`config.mk`:
```
export PLATFORM = sky130hd
export DESIGN_NAME = trap_exc_ctrl
export DESIGN_NICKNAME = d
export VERILOG_FILES = /design/src/rtl/trap_pkg.sv /design/src/rtl/trap_vector_decode.sv /design/src/rtl/trap_ctx_save.sv /design/src/rtl/trap_status_reg.sv /design/src/rtl/trap_redirect.sv /design/src/rtl/trap_exc_ctrl.sv
export SDC_FILE = /design/constraint.sdc
export NUM_CORES = 1
export LEC_CHECK = 0
export ABC_CLOCK_PERIOD_IN_PS = 1500
export CAP_MARGIN = 20
export CORE_ASPECT_RATIO = 0.75
export CORE_MARGIN = 2
export CORE_UTILIZATION = 30
export DETAILED_ROUTE_END_ITERATION = 16
export PLACE_DENSITY = 0.63
export SETUP_SLACK_MARGIN = 0.1
export SLEW_MARGIN = 20
export SYNTH_ARGS = -nofsm -noshare
export SYNTH_HDL_FRONTEND = slang
export SYNTH_SLANG_ARGS = --single-unit
```
`constraint.sdc`:
```
create_clock -name clk -period 1.5 [get_ports clk]
set_input_delay 0.3 -clock clk [delete_from_list [all_inputs] [get_ports clk]]
set_output_delay 0.3 -clock clk [all_outputs]
set_load 0.01 [all_outputs]
```
`src/rtl/trap_pkg.sv`:
```
// Shared constants and types of the software trap controller.
// Assumes a 32-bit machine word and a 5-bit trap operand.
package trap_pkg;
    localparam int XLEN   = 32;
    localparam int VEC_W  = 5;
    localparam int HALF_W = XLEN / 2;

    // Action chosen for the coming edge, in priority order.
    typedef enum logic [1:0] {
        ACT_NONE  = 2'd0,
        ACT_TRAP  = 2'd1,
        ACT_ERET  = 2'd2,
        ACT_WRITE = 2'd3
    } trap_act_e;
endpackage

```
`src/rtl/trap_vector_decode.sv`:
```
// Combinational decode of the trap operand into a handler entry address
// and a cause code. The top bit of the operand selects one of two entry
// addresses. The code is a fixed base plus the operand.
// Assumes VEC_W is at most CODE_W.
module trap_vector_decode #(
    parameter int          VEC_W     = 5,
    parameter int          ADDR_W    = 32,
    parameter int          CODE_W    = 16,
    parameter logic [31:0] HND_LO    = 32'h0000_0040,
    parameter logic [31:0] HND_HI    = 32'h0000_0050,
    parameter logic [15:0] CODE_BASE = 16'h0040
) (
    input  logic [VEC_W-1:0]  vec,
    output logic [ADDR_W-1:0] handler,
    output logic [CODE_W-1:0] code
);
    localparam int PAD_W = CODE_W - VEC_W;

    // Pick the entry address from the operand's upper bit.
    always_comb begin
        handler = vec[VEC_W-1] ? HND_HI[ADDR_W-1:0] : HND_LO[ADDR_W-1:0];
    end

    // Form a distinct cause code for each operand value.
    always_comb begin
        code = CODE_BASE[CODE_W-1:0] + {{PAD_W{1'b0}}, vec};
    end
endmodule

```
`src/rtl/trap_ctx_save.sv`:
```
// Exception save registers: return address, saved status word, and the
// cause register. A trap captures the first two and the cause low half.
// The cause high half is written only through its own port.
// Assumes a synchronous active-low reset.
module trap_ctx_save #(
    parameter int XLEN   = 32,
    parameter int HALF_W = 16
) (
    input  logic              clk,
    input  logic              rst_n,
    input  logic              take_trap,
    input  logic [XLEN-1:0]   ret_pc,
    input  logic [XLEN-1:0]   psw_cur,
    input  logic [HALF_W-1:0] code,
    input  logic              hi_we,
    input  logic [HALF_W-1:0] hi_wd,
    output logic [XLEN-1:0]   eipc_q,
    output logic [XLEN-1:0]   eipsw_q,
    output logic [XLEN-1:0]   ecr_q
);
    logic [HALF_W-1:0] ecr_lo, ecr_hi;

    // Capture the return address and status word on a trap.
    always_ff @(posedge clk) begin
        if (!rst_n) begin
            eipc_q  <= '0;
            eipsw_q <= '0;
        end else if (take_trap) begin
            eipc_q  <= ret_pc;
            eipsw_q <= psw_cur;
        end
    end

    // Write the cause code into the low half on a trap.
    always_ff @(posedge clk) begin
        if (!rst_n)         ecr_lo <= '0;
        else if (take_trap) ecr_lo <= code;
    end

    // Load the high half from its own write port only.
    always_ff @(posedge clk) begin
        if (!rst_n)     ecr_hi <= '0;
        else if (hi_we) ecr_hi <= hi_wd;
    end

    assign ecr_q = {ecr_hi, ecr_lo};

    a_r2_eipc_capture: assert property (@(posedge clk) disable iff (!rst_n)
        take_trap |=> eipc_q == $past(ret_pc));
    a_r3_eipsw_capture: assert property (@(posedge clk) disable iff (!rst_n)
        take_trap |=> eipsw_q == $past(psw_cur));
    a_r4_hi_half_kept: assert property (@(posedge clk) disable iff (!rst_n)
        !hi_we |=> ecr_q[XLEN-1:HALF_W] == $past(ecr_q[XLEN-1:HALF_W]));
    a_r8_saves_kept: assert property (@(posedge clk) disable iff (!rst_n)
        !take_trap |=> eipc_q == $past(eipc_q) && eipsw_q == $past(eipsw_q));
endmodule

```
`src/rtl/trap_status_reg.sv`:
```
// Status word register. Priority for the edge: trap (set both flags),
// then return (restore the saved word), then an ordinary write.
// Assumes the action has already been resolved by the top.
module trap_status_reg
    import trap_pkg::*;
#(
    parameter int          XLEN    = 32,
    parameter int          EP_BIT  = 6,
    parameter int          ID_BIT  = 5,
    parameter logic [31:0] PSW_RST = 32'h0000_0020
) (
    input  logic            clk,
    input  logic            rst_n,
    input  trap_act_e       act,
    input  logic [XLEN-1:0] eipsw,
    input  logic [XLEN-1:0] wd,
    output logic [XLEN-1:0] psw_q
);
    localparam logic [XLEN-1:0] FLAG_MASK =
        (XLEN'(1) << EP_BIT) | (XLEN'(1) << ID_BIT);

    logic [XLEN-1:0] psw_nxt;

    // Select the next status word from the resolved action.
    always_comb begin
        unique case (act)
            ACT_TRAP:  psw_nxt = psw_q | FLAG_MASK;
            ACT_ERET:  psw_nxt = eipsw;
            ACT_WRITE: psw_nxt = wd;
            default:   psw_nxt = psw_q;
        endcase
    end

    // Hold the status word, reset with interrupts disabled.
    always_ff @(posedge clk) begin
        if (!rst_n) psw_q <= PSW_RST[XLEN-1:0];
        else        psw_q <= psw_nxt;
    end

    a_r5_flags_set: assert property (@(posedge clk) disable iff (!rst_n)
        act == ACT_TRAP |=> psw_q[EP_BIT] && psw_q[ID_BIT]);
    a_r5_other_bits: assert property (@(posedge clk) disable iff (!rst_n)
        act == ACT_TRAP |=> (psw_q & ~FLAG_MASK) == ($past(psw_q) & ~FLAG_MASK));
    a_r8_psw_restore: assert property (@(posedge clk) disable iff (!rst_n)
        act == ACT_ERET |=> psw_q == $past(eipsw));
endmodule

```
`src/rtl/trap_redirect.sv`:
```
// Fetch redirect register: a one-cycle valid pulse with the target,
// the handler entry on a trap or the saved address on a return.
// Assumes the action has already been resolved by the top.
module trap_redirect
    import trap_pkg::*;
#(
    parameter int XLEN = 32
) (
    input  logic            clk,
    input  logic            rst_n,
    input  trap_act_e       act,
    input  logic [XLEN-1:0] handler,
    input  logic [XLEN-1:0] eipc,
    output logic            redir_valid,
    output logic [XLEN-1:0] redir_pc
);
    // Register the pulse and its target for the next cycle.
    always_ff @(posedge clk) begin
        if (!rst_n) begin
            redir_valid <= 1'b0;
            redir_pc    <= '0;
        end else begin
            redir_valid <= (act == ACT_TRAP) || (act == ACT_ERET);
            if (act == ACT_TRAP)      redir_pc <= handler;
            else if (act == ACT_ERET) redir_pc <= eipc;
        end
    end

    a_r6_pulse_ends: assert property (@(posedge clk) disable iff (!rst_n)
        (act == ACT_NONE || act == ACT_WRITE) |=> !redir_valid);
    a_r8_ret_target: assert property (@(posedge clk) disable iff (!rst_n)
        act == ACT_ERET |=> redir_valid && redir_pc == $past(eipc));
endmodule

```
`src/rtl/trap_exc_ctrl.sv`:
```
// Top of the software trap controller. Resolves the priority of the
// strobes for each edge (trap, then return, then status write). Combines
// the vector decoder, the save registers, the status register and the
// redirect register. Assumes strobes are synchronous to clk.
module trap_exc_ctrl
    import trap_pkg::*;
#(
    parameter int          EP_BIT    = 6,
    parameter int          ID_BIT    = 5,
    parameter logic [31:0] PSW_RST   = 32'h0000_0020,
    parameter logic [31:0] HND_LO    = 32'h0000_0040,
    parameter logic [31:0] HND_HI    = 32'h0000_0050,
    parameter logic [15:0] CODE_BASE = 16'h0040
) (
    input  logic              clk,
    input  logic              rst_n,
    input  logic              trap_req,
    input  logic [VEC_W-1:0]  trap_vec,
    input  logic [XLEN-1:0]   ret_pc,
    input  logic              eret_req,
    input  logic              psw_we,
    input  logic [XLEN-1:0]   psw_wd,
    input  logic              ecr_hi_we,
    input  logic [HALF_W-1:0] ecr_hi_wd,
    output logic [XLEN-1:0]   psw_q,
    output logic [XLEN-1:0]   eipc_q,
    output logic [XLEN-1:0]   eipsw_q,
    output logic [XLEN-1:0]   ecr_q,
    output logic              redir_valid,
    output logic [XLEN-1:0]   redir_pc
);
    trap_act_e          act;
    logic [XLEN-1:0]    handler;
    logic [HALF_W-1:0]  code;

    // Resolve strobe priority: trap, then return, then write.
    always_comb begin
        if (trap_req)      act = ACT_TRAP;
        else if (eret_req) act = ACT_ERET;
        else if (psw_we)   act = ACT_WRITE;
        else               act = ACT_NONE;
    end

    trap_vector_decode #(
        .VEC_W(VEC_W), .ADDR_W(XLEN), .CODE_W(HALF_W),
        .HND_LO(HND_LO), .HND_HI(HND_HI), .CODE_BASE(CODE_BASE)
    ) u_dec (
        .vec(trap_vec), .handler(handler), .code(code)
    );

    trap_ctx_save #(.XLEN(XLEN), .HALF_W(HALF_W)) u_save (
        .clk(clk), .rst_n(rst_n), .take_trap(act == ACT_TRAP),
        .ret_pc(ret_pc), .psw_cur(psw_q), .code(code),
        .hi_we(ecr_hi_we), .hi_wd(ecr_hi_wd),
        .eipc_q(eipc_q), .eipsw_q(eipsw_q), .ecr_q(ecr_q)
    );

    trap_status_reg #(
        .XLEN(XLEN), .EP_BIT(EP_BIT), .ID_BIT(ID_BIT), .PSW_RST(PSW_RST)
    ) u_psw (
        .clk(clk), .rst_n(rst_n), .act(act), .eipsw(eipsw_q),
        .wd(psw_wd), .psw_q(psw_q)
    );

    trap_redirect #(.XLEN(XLEN)) u_redir (
        .clk(clk), .rst_n(rst_n), .act(act), .handler(handler),
        .eipc(eipc_q), .redir_valid(redir_valid), .redir_pc(redir_pc)
    );

    a_r6_handler_pick: assert property (@(posedge clk) disable iff (!rst_n)
        trap_req |=> redir_valid &&
            redir_pc == ($past(trap_vec[VEC_W-1]) ? HND_HI : HND_LO));
    a_r4_code_value: assert property (@(posedge clk) disable iff (!rst_n)
        trap_req |=> ecr_q[HALF_W-1:0] ==
            CODE_BASE + {{(HALF_W-VEC_W){1'b0}}, $past(trap_vec)});
    a_r9_trap_wins: assert property (@(posedge clk) disable iff (!rst_n)
        (trap_req && eret_req) |=> psw_q[EP_BIT] && eipc_q == $past(ret_pc));
    a_r1_reset_state: assert property (@(posedge clk)
        !rst_n |=> psw_q == PSW_RST && ecr_q == '0 && !redir_valid);
endmodule

```
# Word-level counts from Yosys, hierarchy flattened
# Index checks and enable logic that the tools add are counted.
dict set report op_classes {
  addsub 1
  eq_ne 3
  mux 7
  n_bitwise 1
  reduce_logical 5
}
# operator count
set op_table {}
lappend op_table {{32-bit case mux with 3 select lines} 1}
lappend op_table {{32-bit 2-to-1 mux} 2}
lappend op_table {{7-bit by 5-bit adder with 8-bit output, first input constant} 1}
lappend op_table {{2-bit 2-to-1 mux} 3}
lappend op_table {{5-bit 2-to-1 mux} 1}
lappend op_table {{2-bit == test, second input constant} 2}
lappend op_table {{2-bit nonzero test} 2}
lappend op_table {{3-bit nonzero test} 1}
lappend op_table {{2-bit by 1-bit == test with 1-bit output, second input constant} 1}
lappend op_table {{2-bit AND reduction} 1}
lappend op_table {{1-bit logical OR} 1}
lappend op_table {{1-bit inverter} 1}
dict set report totals {
  reg_bits 161
  input_bits 91
  out_inout_bits 161
  elab_cells 25
}

# Logic depth before layout (Yosys ltp)
dict set report depth {
  depth_word 6
  mapped_depth 6
  mapped_depth_nobuf 3
}

# Cells and area by module
# A second synthesis with hierarchy kept.
dict set report unflattened {
  cells_unflattened 653
  area_unflattened_um2 7282.0
}
# mod n_inst cells_per_inst area_each_um2 seq_area_each_um2
set modules_own_cells {}
lappend modules_own_cells {trap_ctx_save 1 309 3677.3 1921.8}
lappend modules_own_cells {trap_redirect 1 147 1809.2 660.6}
lappend modules_own_cells {trap_status_reg 1 142 1405.1 640.6}
lappend modules_own_cells {trap_vector_decode 1 50 367.9 0.0}
lappend modules_own_cells {trap_exc_ctrl 1 5 22.5 0.0}

# Worst setup path after synthesis
# No wires, ideal clock.
dict set report synth_path {
  path_type {input to register}
  from {input trap_req}
  to {register u_psw.psw_q[0]}
  setup_time_ns 0.117
  t_arrival_ns 1.267
  t_required_ns 1.383
  setup_slack_ns 0.116
  cell_stages 6
  n_path_buf 3
  path_cell_list {buf_2 > or3b_1 > buf_2 > buf_6 > o221ai_2 > nor2_1}
}
dict set report synth_between {
  elab_chain_len 4
  word_cells_on_any_way 8
}
# element line_no
set synth_rtl {}
lappend synth_rtl {{from (decl)} trap_exc_ctrl.sv:17} ;# input logic trap_req,
lappend synth_rtl {{2-bit 2-to-1 mux *} trap_exc_ctrl.sv:38} ;# if (trap_req) act = ACT_TRAP;
lappend synth_rtl {{2-bit == test / 2-bit by 1-bit == test with 1-bit output (equally long branches)} trap_status_reg.sv:26} ;# unique case (act)
lappend synth_rtl {{2-bit nonzero test (no line) / 1-bit inverter (equally long branches)} --}
lappend synth_rtl {{2-bit AND reduction (no line)} --}
lappend synth_rtl {{to (signal assigned)} trap_status_reg.sv:36} ;# if (!rst_n) psw_q <= PSW_RST[XLEN-1:0];
lappend synth_rtl {{to (signal assigned)} trap_status_reg.sv:37} ;# else psw_q <= psw_nxt;
lappend synth_rtl {{to (decl)} trap_status_reg.sv:17} ;# output logic [XLEN-1:0] psw_q
# Every way passes the cells marked *; elsewhere a longest branch is shown, timed or not.
# A chain may end at the register's enable or synchronous reset.

# Final worst setup path
dict set report layout_path {
  from {input psw_we}
  to {register u_psw.psw_q[24]}
}
dict set report layout_between {
  elab_chain_len 6
  word_cells_on_any_way 10
}
# element line_no
set layout_rtl {}
lappend layout_rtl {{from (decl)} trap_exc_ctrl.sv:21} ;# input logic psw_we,
lappend layout_rtl {{2-bit 2-to-1 mux *} trap_exc_ctrl.sv:40} ;# else if (psw_we) act = ACT_WRITE;
lappend layout_rtl {{2-bit 2-to-1 mux *} trap_exc_ctrl.sv:39} ;# else if (eret_req) act = ACT_ERET;
lappend layout_rtl {{2-bit 2-to-1 mux *} trap_exc_ctrl.sv:38}
lappend layout_rtl {{2-bit == test / 2-bit by 1-bit == test with 1-bit output (equally long branches)} trap_status_reg.sv:26}
lappend layout_rtl {{2-bit nonzero test (no line) / 1-bit inverter (equally long branches)} --}
lappend layout_rtl {{2-bit AND reduction (no line)} --}
# Marks and branches as above.

==> flow_summary.ini <==
[synth]
ys_types = 25
synth.avg_cell_area_sq_um = 10.88
yosys_warnings = 0
netlist_area_sq_mm = 0.005917
yosysSeqAreaShare_pct = 51.09
synthTopCellsByArea = dfxtp_1, mux2i_1, nor2b_1
synthCells = 544
yosys.area.top_type = dfxtp_1
synth-seq-cells = 151
synth_top_area_share_pct = 51.09

[worst_setup_path]
cp.arrival_ns = 1.65
crit_type = input pin to flop
cp-end-kind = flop
cp_max_fo = 10
cp-start-kind = input pin
worstPathRequired_ns = 1.79

[clock_tree]
cts_tree = yes
post_cts_buffers = 0
clk_pin_slew_ns = 0.06
htreeDepth = 4
clock_sinks = 151
ctsHoldBuffers = 0
worstSkewPairLatency_ns = 0.41
root_buffer = clkbuf_16
clock_path_buffers = 2
ctsResizeCount = 170
numCtsBuffers = 17

[global_routing]
grt_pass1_vias = 4733
grt.overflow.total = 0
grt_use_total_pct = 15.68
antenna_found_initial = 0
grt_first_pass_wirelength_microns = 26230
grt_max_degree = 41

[drt]
ant_nets = 0
viasPerCell = 4.544
drc = 0
routed_wl_microns = 16700
wl_per_cell_microns = 15.95
via_count = 4758
drt_iter0_markers = 197
dr.pass1.iters = 4

[timing]
worst_slack_ns = 0.1443
finClkSkew_ns = 0.008095
drv_slew = 0
fin_crit_sh_pct = 90.38
fmax_mhz = 737.6
period_needed_ns = 1.356
setup_viol = 0
rsz0062_at_grt = yes
hold_viol = 0

[finish]
nets = 875
multi_input_area_sq_mm = 0.002648
antenna_cells = 0
final_area_sq_mm = 0.009050
fillers = 1839
seqCellArea_sq_mm = 0.003045
drive_gt1_share_pct = 13.98
post-route-util_pct = 46.83
syn2layout_area_growth_pct = 52.95

[floorplan]
start_util_pct = 30.62
fp-row-count = 44
die_h_microns = 125.6
ios = 252
die_x_microns = 166.2
die-area_sq_mm = 0.02087
fp.coreArea_sq_mm = 0.01932

[run_status]
outcome = complete, no violations

[pwr]
p_leak_nw = 4.050
peakVddDrop_mv = 0.5868
power_density_mw_per_mm2 = 1051

[place]
port_buffers = 241
routabilityCongestion = 0.7514
dp_slack_ns = -0.4052
placedInstanceArea_sq_mm = 0.008668
hpwl_microns = 12070

[flow_run]
cap_violations = 0

[min_path]
hold_path_class = input pin to flop
## Yosys cell counts, drive strengths merged
| cell | instances |
|---|---|
| dfxtp | 151 |
| mux2i | 115 |
| nor2 | 91 |
| nor2b | 85 |
| buf | 37 |
| o221ai | 30 |
| clkbuf | 14 |
| nand2b | 3 |
| a21oi | 2 |
| nand2 | 2 |
| o21a | 2 |
| a21boi | 1 |
| a31oi | 1 |
| and2 | 1 |
| conb | 1 |
| inv | 1 |
| mux2 | 1 |
| nor3 | 1 |
| nor3b | 1 |
| o21ai | 1 |
| o21ba | 1 |
| o221a | 1 |
| or3b | 1 |
## path summary, 6_finish.rpt
check	end	slack (ns)	from	cells past startpoint
worst max-delay path	u_psw.psw_q[24]	0.14	psw_we	5
worst min-delay path	u_psw.psw_q[9]	0.31	rst_n	3
worst max register to register	u_psw.psw_q[6]	0.57	u_psw.psw_q[6]	3
worst min register to register	u_save.ecr_lo[6]	0.46	u_save.ecr_lo[6]	1
## power breakdown
group	internal [W]	switching [W]	total, W
clock	0.00218	0.00161	0.00378
sequential	0.00422	0.000156	0.00438
combinational	0.000747	0.000605	0.00135
## cells in the final DEF, fill, tap and decap left out
cell type / instances
buf_12: 9
clkdlybuf4s15_1: 45
a21oi_1: 2
conb_1: 10
o21ba_2: 1
o221a_2: 1
nand2b_2: 1
clkdlybuf4s50_1: 87
o21a_1: 2
clkinv_2: 2
nor3b_1: 1
nor3_1: 1
dlygate4sd2_1: 99
clkinvlp_4: 2
mux2_2: 1
nand2_1: 2
a21boi_0: 1
nor2_1: 91
nand2b_1: 2
mux2i_1: 115
buf_2: 1
and2_1: 1
clkbuf_1: 3
o21ai_0: 1
a31oi_1: 1
clkbuf_8: 2
clkbuf_16: 17
inv_1: 1
dfxtp_1: 133
o221ai_2: 30
dfxtp_2: 18
buf_4: 15
clkbuf_2: 7
or3b_4: 1
nor2b_1: 85
clkinv_4: 3
## cell families after synthesis
kind of cell	count (synthesis)	share of synthesized area (%)
AOI/OAI and AO/OA	39	8.712
and+or+nand+nor	185	15.67
other	1	0.06338
DFF	151	51.09
muxes	116	19.64
buffers and inverters	52	4.821
## worst max-delay path, stage by stage
cell             delay [ns]
clkdlybuf4s50_1        0.47
or3b_4                 0.42
buf_4                  0.21
o221ai_2               0.17
nor2_1                 0.07
## through the flow
stage	setup TNS [ns]	hold slack (ns)	total power [W]	std cells
after floorplan	0	0.4323	0.005119	553
after global placement	-10.87	0.4513	0.005925	1018
after detailed placement	-11.17	0.4583	0.005957	1018
after CTS	0	0.2878	0.009661	1047
after global routing	0	0.3108	0.009963	1047
final	0	0.3085	0.009515	1047
## cell type report
class	instances	area share [%]
Timing Repair Buffer	263	27.86
Clock inverter	7	0.5668
Clock buffer	22	5.129
Sequential cell	151	33.65
Inverter	1	0.04148
Tap cell	253	3.498
Multi-Input combinational cell	350	29.25
## layer usage
layer | up-vias | share of wire [%] | global-route usage (%)
li1 | 2307 | - | -
met1 | 2247 | 44 | 19.47
met5 | - | 0 | 0
met3 | 27 | 8.2 | 5.940
met4 | 0 | 2.0 | 5.115
met2 | 177 | 46 | 25.24
## registers in the layout (all words and copies together), names as in the netlist
register             cells
u_psw.psw_q             32
u_redir.redir_pc        32
u_redir.redir_valid      1
u_save.ecr_hi           16
u_save.ecr_lo            6
u_save.eipc_q           32
u_save.eipsw_q          32
(Power assumes the default switching activity.)
